===== src/rtl/adc_seq_pkg.sv =====
package adc_seq_pkg;
  typedef enum logic [1:0] {
    SQ_STOP  = 2'd0,
    SQ_IDLE  = 2'd1,
    SQ_ARMED = 2'd2,
    SQ_CONV  = 2'd3
  } seq_state_e;
endpackage


===== src/rtl/adc_seq_regs.sv =====
module adc_seq_regs #(
  parameter int CH_BITS = 3
) (
  input  logic               clk,
  input  logic               rst_n,
  input  logic               wr_ctrl,
  input  logic               wr_enable,
  input  logic               wr_start,
  input  logic               wr_chan,
  input  logic [CH_BITS-1:0] wr_chan_val,
  output logic               en_q,
  output logic               start_q,
  output logic [CH_BITS-1:0] chan_q,
  output logic               nxt_en,
  output logic               nxt_start
);
  // A start bit is only kept while the converter is enabled.
  always_comb begin
    nxt_en    = wr_ctrl ? wr_enable : en_q;
    nxt_start = wr_ctrl ? (wr_start & wr_enable) : start_q;
  end

  always_ff @(posedge clk) begin
    if (!rst_n) begin
      en_q    <= 1'b0;
      start_q <= 1'b0;
      chan_q  <= '0;
    end else begin
      en_q    <= nxt_en;
      start_q <= nxt_start;
      if (wr_chan) chan_q <= wr_chan_val;
    end
  end

  AST_CHAN_LOADS: assert property (@(posedge clk) disable iff (!rst_n)
    wr_chan |=> chan_q == $past(wr_chan_val)) else $error("chan load");
endmodule


===== src/rtl/adc_seq_fsm.sv =====
module adc_seq_fsm
  import adc_seq_pkg::*;
(
  input  logic       clk,
  input  logic       rst_n,
  input  logic       wr_ctrl,
  input  logic       wr_enable,
  input  logic       wr_start,
  input  logic       wr_chan,
  input  logic       hw_trig,
  input  logic       start_q,
  input  logic       nxt_en,
  input  logic       nxt_start,
  output seq_state_e state_q,
  output logic       conv_go,
  output logic       conv_abort
);
  seq_state_e state_d;
  logic       trig_ok;

  // Register writes settle the next condition first; a trigger only counts
  // when the start bit already held 1 and the write keeps it set.
  always_comb begin
    trig_ok = hw_trig & start_q;
    conv_go = 1'b0;
    if (!nxt_en) begin
      state_d = SQ_STOP;
    end else if (!nxt_start) begin
      state_d = SQ_IDLE;
    end else if (state_q == SQ_CONV) begin
      state_d = SQ_CONV;
      conv_go = trig_ok | wr_chan | wr_ctrl;
    end else if (trig_ok) begin
      state_d = SQ_CONV;
      conv_go = 1'b1;
    end else begin
      state_d = SQ_ARMED;
    end
    conv_abort = (state_q == SQ_CONV) && (state_d != SQ_CONV);
  end

  always_ff @(posedge clk) begin
    if (!rst_n) state_q <= SQ_STOP;
    else        state_q <= state_d;
  end

  AST_OFF_ON_DISABLE: assert property (@(posedge clk) disable iff (!rst_n)
    (wr_ctrl && !wr_enable) |=> state_q == SQ_STOP) else $error("disable");
  AST_TRIG_IGNORED: assert property (@(posedge clk) disable iff (!rst_n)
    ((state_q inside {SQ_STOP, SQ_IDLE}) && !wr_ctrl) |=> state_q != SQ_CONV) else $error("trig");
  AST_ARMED_WAITS: assert property (@(posedge clk) disable iff (!rst_n)
    (state_q == SQ_ARMED && !hw_trig && !wr_ctrl) |=> state_q == SQ_ARMED) else $error("armed");
  AST_CLEAR_TO_IDLE: assert property (@(posedge clk) disable iff (!rst_n)
    (state_q == SQ_CONV && wr_ctrl && wr_enable && !wr_start) |=> state_q == SQ_IDLE) else $error("clear");
endmodule


===== src/rtl/adc_sar_core.sv =====
module adc_sar_core #(
  parameter int RES_BITS = 10
) (
  input  logic                clk,
  input  logic                rst_n,
  input  logic                run,
  input  logic                go,
  input  logic                abort,
  input  logic                cmp_in,
  output logic                sample,
  output logic [RES_BITS-1:0] dac,
  output logic [RES_BITS-1:0] result_q,
  output logic                eoc_q
);
  localparam int CW = $clog2(RES_BITS + 1);
  localparam logic [CW-1:0] LAST = CW'(RES_BITS);
  localparam logic [RES_BITS-1:0] MSB = {1'b1, {(RES_BITS-1){1'b0}}};

  logic [CW-1:0]       cnt_q;
  logic [RES_BITS-1:0] trial_q, mask_q, trial_nx;

  // Keep the trial bit when the input is at or above the trial code, then
  // set the next lower bit for the following trial.
  always_comb begin
    trial_nx = (cmp_in ? trial_q : (trial_q & ~mask_q)) | (mask_q >> 1);
  end

  assign sample = run && (cnt_q == '0);
  assign dac    = trial_q;

  always_ff @(posedge clk) begin
    if (!rst_n) begin
      cnt_q    <= '0;
      trial_q  <= '0;
      mask_q   <= '0;
      result_q <= '0;
      eoc_q    <= 1'b0;
    end else begin
      eoc_q <= 1'b0;
      if (go || abort || !run) begin
        cnt_q   <= '0;
        trial_q <= '0;
        mask_q  <= '0;
      end else if (cnt_q == '0) begin
        cnt_q   <= 1'b1;
        trial_q <= MSB;
        mask_q  <= MSB;
      end else begin
        trial_q <= trial_nx;
        mask_q  <= mask_q >> 1;
        if (cnt_q == LAST) begin
          result_q <= trial_nx;
          eoc_q    <= 1'b1;
          cnt_q    <= '0;
        end else begin
          cnt_q <= cnt_q + 1'b1;
        end
      end
    end
  end

  AST_EOC_ONE_CYCLE: assert property (@(posedge clk) disable iff (!rst_n)
    eoc_q |=> !eoc_q) else $error("eoc width");
  AST_SAMPLE_AFTER_GO: assert property (@(posedge clk) disable iff (!rst_n)
    go |=> sample) else $error("restart");
  AST_RESULT_HOLDS: assert property (@(posedge clk) disable iff (!rst_n)
    !eoc_q |-> $stable(result_q)) else $error("result moved");
  AST_EOC_IN_CONV: assert property (@(posedge clk) disable iff (!rst_n)
    eoc_q |-> run) else $error("eoc outside conversion");
endmodule


===== src/rtl/adc_trig_seq.sv =====
module adc_trig_seq
  import adc_seq_pkg::*;
#(
  parameter int CH_BITS  = 3,
  parameter int RES_BITS = 10
) (
  input  logic                clk,
  input  logic                rst_n,
  input  logic                wr_ctrl,
  input  logic                wr_enable,
  input  logic                wr_start,
  input  logic                wr_chan,
  input  logic [CH_BITS-1:0]  wr_chan_val,
  input  logic                hw_trig,
  input  logic                cmp_in,
  output logic [CH_BITS-1:0]  chan_sel,
  output logic                sar_pwr,
  output logic                sar_busy,
  output logic                sar_sample,
  output logic [RES_BITS-1:0] sar_dac,
  output logic [RES_BITS-1:0] result,
  output logic                eoc_irq
);
  logic       en_q, start_q, nxt_en, nxt_start, conv_go, conv_abort;
  seq_state_e state_q;

  adc_seq_regs #(.CH_BITS(CH_BITS)) u_regs (
    .clk(clk), .rst_n(rst_n), .wr_ctrl(wr_ctrl), .wr_enable(wr_enable),
    .wr_start(wr_start), .wr_chan(wr_chan), .wr_chan_val(wr_chan_val),
    .en_q(en_q), .start_q(start_q), .chan_q(chan_sel),
    .nxt_en(nxt_en), .nxt_start(nxt_start)
  );

  adc_seq_fsm u_fsm (
    .clk(clk), .rst_n(rst_n), .wr_ctrl(wr_ctrl), .wr_enable(wr_enable),
    .wr_start(wr_start), .wr_chan(wr_chan), .hw_trig(hw_trig),
    .start_q(start_q), .nxt_en(nxt_en), .nxt_start(nxt_start),
    .state_q(state_q), .conv_go(conv_go), .conv_abort(conv_abort)
  );

  assign sar_pwr  = en_q;
  assign sar_busy = (state_q == SQ_CONV);

  adc_sar_core #(.RES_BITS(RES_BITS)) u_sar (
    .clk(clk), .rst_n(rst_n), .run(sar_busy), .go(conv_go),
    .abort(conv_abort), .cmp_in(cmp_in), .sample(sar_sample),
    .dac(sar_dac), .result_q(result), .eoc_q(eoc_irq)
  );

  AST_BUSY_NEEDS_PWR: assert property (@(posedge clk) disable iff (!rst_n)
    sar_busy |-> sar_pwr) else $error("busy while off");
endmodule


===== config.mk =====
export PLATFORM = sky130hd
export DESIGN_NAME = adc_trig_seq
export DESIGN_NICKNAME = d
export VERILOG_FILES = /design/src/rtl/adc_seq_pkg.sv /design/src/rtl/adc_seq_regs.sv /design/src/rtl/adc_seq_fsm.sv /design/src/rtl/adc_sar_core.sv /design/src/rtl/adc_trig_seq.sv
export SDC_FILE = /design/constraint.sdc
export NUM_CORES = 1
export LEC_CHECK = 0
export BUFFER_PORTS_ARGS = -buffer_cell sky130_fd_sc_hd__buf_4
export CORE_ASPECT_RATIO = 0.8
export CORE_MARGIN = 2
export CORE_UTILIZATION = 30
export CTS_BUF_LIST = sky130_fd_sc_hd__clkbuf_8
export CTS_CLUSTER_SIZE = 24
export DETAILED_ROUTE_END_ITERATION = 10
export GPL_TIMING_DRIVEN = 0
export HOLD_SLACK_MARGIN = 0.1
export PLACE_DENSITY = 0.51
export SKIP_LAST_GASP = 1
export SLEW_MARGIN = 5
export SYNTH_ARGS = -nofsm -noshare
export SYNTH_HDL_FRONTEND = slang
export SYNTH_HIERARCHICAL = 1
export SYNTH_SLANG_ARGS = --single-unit

===== constraint.sdc =====
create_clock -name clk -period 1.55 [get_ports clk]
set_clock_uncertainty 0.05 [all_clocks]
set_input_delay 0.155 -clock clk [delete_from_list [all_inputs] [get_ports clk]]
set_output_delay 0.155 -clock clk [all_outputs]
set_load 0.01 [all_outputs]

==> Flow_metrics.wiki <==
{| class="wikitable"
! Metric !! Value
|-
| Diodes inserted || 0
|-
| Grt ovf || 0
|-
| Overall die area || 5820 um2
|-
| Clock buffer count from CTS || 5
|-
| Most frequent standard cell in the layout excluding fill and tap cells || sky130_fd_sc_hd__buf_4
|-
| Post-synthesis average cell area || approximately 10 um2
|-
| Cell internal power dissipation || 1650 uW
|-
| Number of fill cells || 499
|-
| Commonest cells after routing, fill and taps aside || 46 x sky130_fd_sc_hd__buf_4, 39 x sky130_fd_sc_hd__dfxtp_1, 21 x sky130_fd_sc_hd__a21oi_1
|-
| Maximum number of pins on one net before global-route repair || 13
|-
| Remaining number of nets flagged by the antenna check after routing || 0
|-
| Post-DP HPWL || 2.57 mm
|-
| Fraction of layout cells with a size suffix above 1 || between 30% and 40%
|-
| Leakage power total || about 0.00090 uW
|-
| Met3 track demand over resource || around 4.0%
|-
| Worst Max-Slew Pin Slew || between 0.3 and 0.4 ns
|-
| RSZ-0062 raised after global routing || yes
|-
| Total wirelength of the detailed-routed design || roughly 3.9 mm
|-
| Reg-to-reg slack, setup || -0.05 ns
|-
| Cells along the critical path || inv_2 -> ha_1 -> or3b_4 -> nor2_2 -> buf_4
|-
| Post-route DRC violation count || 0
|-
| Nets@finish || 228
|-
| Share of total power in sequential cells || 52.9%
|-
| Switching pwr || 413 uW
|-
| Comb power frac || between 4 and 5%
|-
| Global routing usage summed across all routing layers || a little over an eighth
|-
| Net count after synthesis || around 180
|-
| Slew Limit Fails || 0
|-
| Per-cell via count in the routed design || between 4 and 5
|-
| TritonCTS clock tree || yes
|-
| Met2 demand-to-capacity share in global routing || between 20% and 30%
|-
| Type of element launching the critical path || register
|-
| Number of flops mapped to enable cells by yosys || 0
|-
| Final Hold Viols || 0
|-
| Setup TNS after final layout || -0.622 ns
|-
| Root buffer cell || sky130_fd_sc_hd__clkbuf_8
|-
| Number of H-tree levels || 2
|-
| Synthesized cell area || ~1600 um2
|-
| Non-filler cells in the finished layout || 276
|-
| CP top delay family || simple AND/OR/NAND/NOR gates
|-
| Period utilization || 105%
|-
| Violated checks || setup timing
|-
| Maximum clock rate || between 600 and 700 MHz
|-
| Post-layout worst setup margin || -0.0704 ns
|-
| Relative slew slack || between 70% and 80%
|-
| Gate count of the mapped netlist || around 160
|-
| Synth Register Bits || between 40 and 50
|-
| Floorplan die height || roughly 69 um
|-
| GPL Wtd Cong || approximately 0.76
|-
| Number of buffers on the longest clock path || 2
|-
| Total power draw || between 2000 and 2500 uW
|-
| Type of the tightest min-delay check || primary input to register
|-
| Boundary Pins || 38
|-
| Row Count || 23
|-
| Die width || around 85 um
|-
| Routed length per placed instance || ~14 um
|-
| Max Fanout on Critical Path || 3
|-
| Met1 Use GR || between 10% and 20%
|-
| Number of sinks handled by clock tree synthesis || 42
|-
| Number of global-route vias before repair || roughly 1,300
|-
| Count of warnings emitted by yosys || 6
|-
| Arrival time at the worst endpoint || between 1 and 1.5 ns
|-
| Initial Util || a little under a third
|-
| Total power per unit cell area || around 930 nW/um2
|-
| Detailed router's first-iteration violation count || just over 60
|-
| Status || finished, violations left
|-
| Placed Cells || 260
|-
| Worst Setup Path Type || register to output port
|-
| Number of detailed-route iterations in the first pass || 4
|-
| Worst path max stage delay || approximately 0.4 ns
|-
| Synth unique cells || 34
|-
| Signed area change from the synthesized netlist to the final layout || 41.4%
|-
| Share of the yosys chip area belonging to registers || a little over half
|-
| Wire length of the first global-routing pass || between 6 and 7 mm
|-
| Peak supply drop || between 400 and 500 uV
|-
| Worst-path cell with the longest stage delay || sky130_fd_sc_hd__or3b_4
|-
| Endpoint class of the critical path || output port
|-
| Total number of vias || between 1,000 and 1,500
|-
| Setup violations, final || 30
|-
| Initial antenna violation count || 0
|-
| Clk network pwr share || between 40% and 50%
|-
| Prevailing post-synth register cell || sky130_fd_sc_hd__dfxtp_1
|-
| Switching Fraction || roughly a fifth
|-
| Clock latency of the later-clocked register in the worst-skew pair || between 0.2 and 0.3 ns
|-
| Critical path data required time || ~1.3 ns
|-
| Top Usage Layer GRT || met2
|-
| Clock slew seen by the registers of the worst setup and hold paths || about 0.080 ns
|-
| Post-layout utilization of the core || between 40% and 50%
|-
| Number of port buffers || 37
|-
| Time the worst path needs with I/O delays and setup || between 1.5 and 2 ns
|-
| CORE AREA || around 5000 um2
|-
| Max cap viols || 0
|-
| Async set-reset flop share out of synthesis || 0%
|-
| CP bufs+invs || 2
|}
final cells by class:
| cell class | instances | area [um2] | area share, % |
|---|---|---|---|
| Buffer | 4 | 31.3 | 1.41 |
| Clock buffer | 6 | 82.6 | 3.73 |
| Clock inverter | 1 | 30.0 | 1.36 |
| Inverter | 5 | 18.8 | 0.847 |
| Multi-Input combinational cell | 107 | 753 | 34.0 |
| Sequential cell | 42 | 845 | 38.1 |
| Tap cell | 62 | 77.6 | 3.50 |
| Timing Repair Buffer | 49 | 377 | 17.0 |
cell families (layout without fill, tap and decap cells):
| group | Yosys count | in the layout | share of synthesized area, % |
|---|---|---|---|
| multiplexers | 4 | 4 | 2.88 |
| AND/OR/NAND/NOR | 58 | 58 | 21.6 |
| adder cells (fa/ha/maj) | 3 | 3 | 2.40 |
| buffers and inverters | 12 | 65 | 3.59 |
| AO/OA/AOI/OAI | 42 | 42 | 15.9 |
| flip-flops | 42 | 42 | 53.7 |
power groups by stage:
| stage | clock [uW] | sequential [uW] | combinational [uW] |
|---|---|---|---|
| 2_1_floorplan | 0 | 1120 | 31.2 |
| 6_report | 880 | 1090 | 94.4 |
| 5_1_grt | 949 | 1090 | 102 |
| 3_3_place_gp | 0 | 1120 | 75.9 |
| 3_5_place_dp | 0 | 1120 | 78.8 |
| 4_1_cts | 899 | 1090 | 92.3 |
registers in the layout (all words and copies together), names as in the netlist:
register and count:
u_regs/start_q 1, u_regs/chan_q 3, u_sar/mask_q 10, u_fsm/state_q 2
u_sar/dac 10, u_sar/cnt_q 4, u_sar/eoc_q 1, u_sar/result_q 10
u_regs/en_q 1
worst min-delay path, stage by stage:
cell and delay (ns):
sky130_fd_sc_hd__buf_4 0.08, sky130_fd_sc_hd__mux2i_1 0.06, sky130_fd_sc_hd__nor2b_1 0.10
synth_stat cells, types with 2 or more instances:
master                     instances  area [um2]
sky130_fd_sc_hd__dfxtp_1          42         841
sky130_fd_sc_hd__a21oi_1          25         125
sky130_fd_sc_hd__nor2_1           13        48.8
sky130_fd_sc_hd__and2_1           10        62.6
sky130_fd_sc_hd__nand2b_1         10        62.6
sky130_fd_sc_hd__a211oi_1          9        67.6
sky130_fd_sc_hd__nand2_1           8        30.0
sky130_fd_sc_hd__inv_1             4        15.0
sky130_fd_sc_hd__buf_2             3        15.0
sky130_fd_sc_hd__clkbuf_1          3        11.3
sky130_fd_sc_hd__ha_1              3        37.5
sky130_fd_sc_hd__mux2i_1           3        30.0
sky130_fd_sc_hd__nor2b_1           3        18.8
sky130_fd_sc_hd__and3b_1           2        17.5
sky130_fd_sc_hd__nand3_1           2        10.0
sky130_fd_sc_hd__nand3b_1          2        15.0
sky130_fd_sc_hd__o21ai_0           2        10.0
stage by stage:
| step | hold slack, ns | worst slack (ns) | instance area, um2 |
|---|---|---|---|
| after floorplan | 0.229 | 0.00196 | 1570 |
| after global placement | 0.375 | -0.171 | 1930 |
| after detailed placement | 0.393 | -0.241 | 1930 |
| after CTS | 0.101 | -0.0899 | 2160 |
| after global routing | 0.117 | -0.149 | 2210 |
| final | 0.0918 | -0.0704 | 2210 |
metal layers:
layer,up-vias,routed length [um]
met5,-,0
met2,36,1760
li1,657,-
met3,7,204
met1,596,1840
met4,0,72
final timing paths:
path,startpoint,to,depth (start not counted)
worst max-delay path,u_sar/cnt_q[0]$_SDFF_PP0_,sar_sample,5
worst max register to register,u_sar/cnt_q[0]$_SDFF_PP0_,u_sar/cnt_q[1]$_SDFF_PP0_,6
worst min register to register,u_sar/result_q[9]$_SDFFE_PN0P_,u_sar/result_q[9]$_SDFFE_PN0P_,2
worst min-delay path,wr_chan_val[0],u_regs/chan_q[0]$_SDFFE_PN0P_,3
repair_timing:
| item | CTS | global route |
|---|---|---|
| gates resized for setup | 22 | 8 |
| buffers inserted | 6 | 2 |
| hold endpoints to repair | 2 | 0 |
| pin swaps | 7 | 3 |
| gates cloned | 1 | 1 |
| hold buffers | 2 | 0 |
| endpoints found under the setup margin | 35 | 35 |
(Power assumes the default switching activity.)
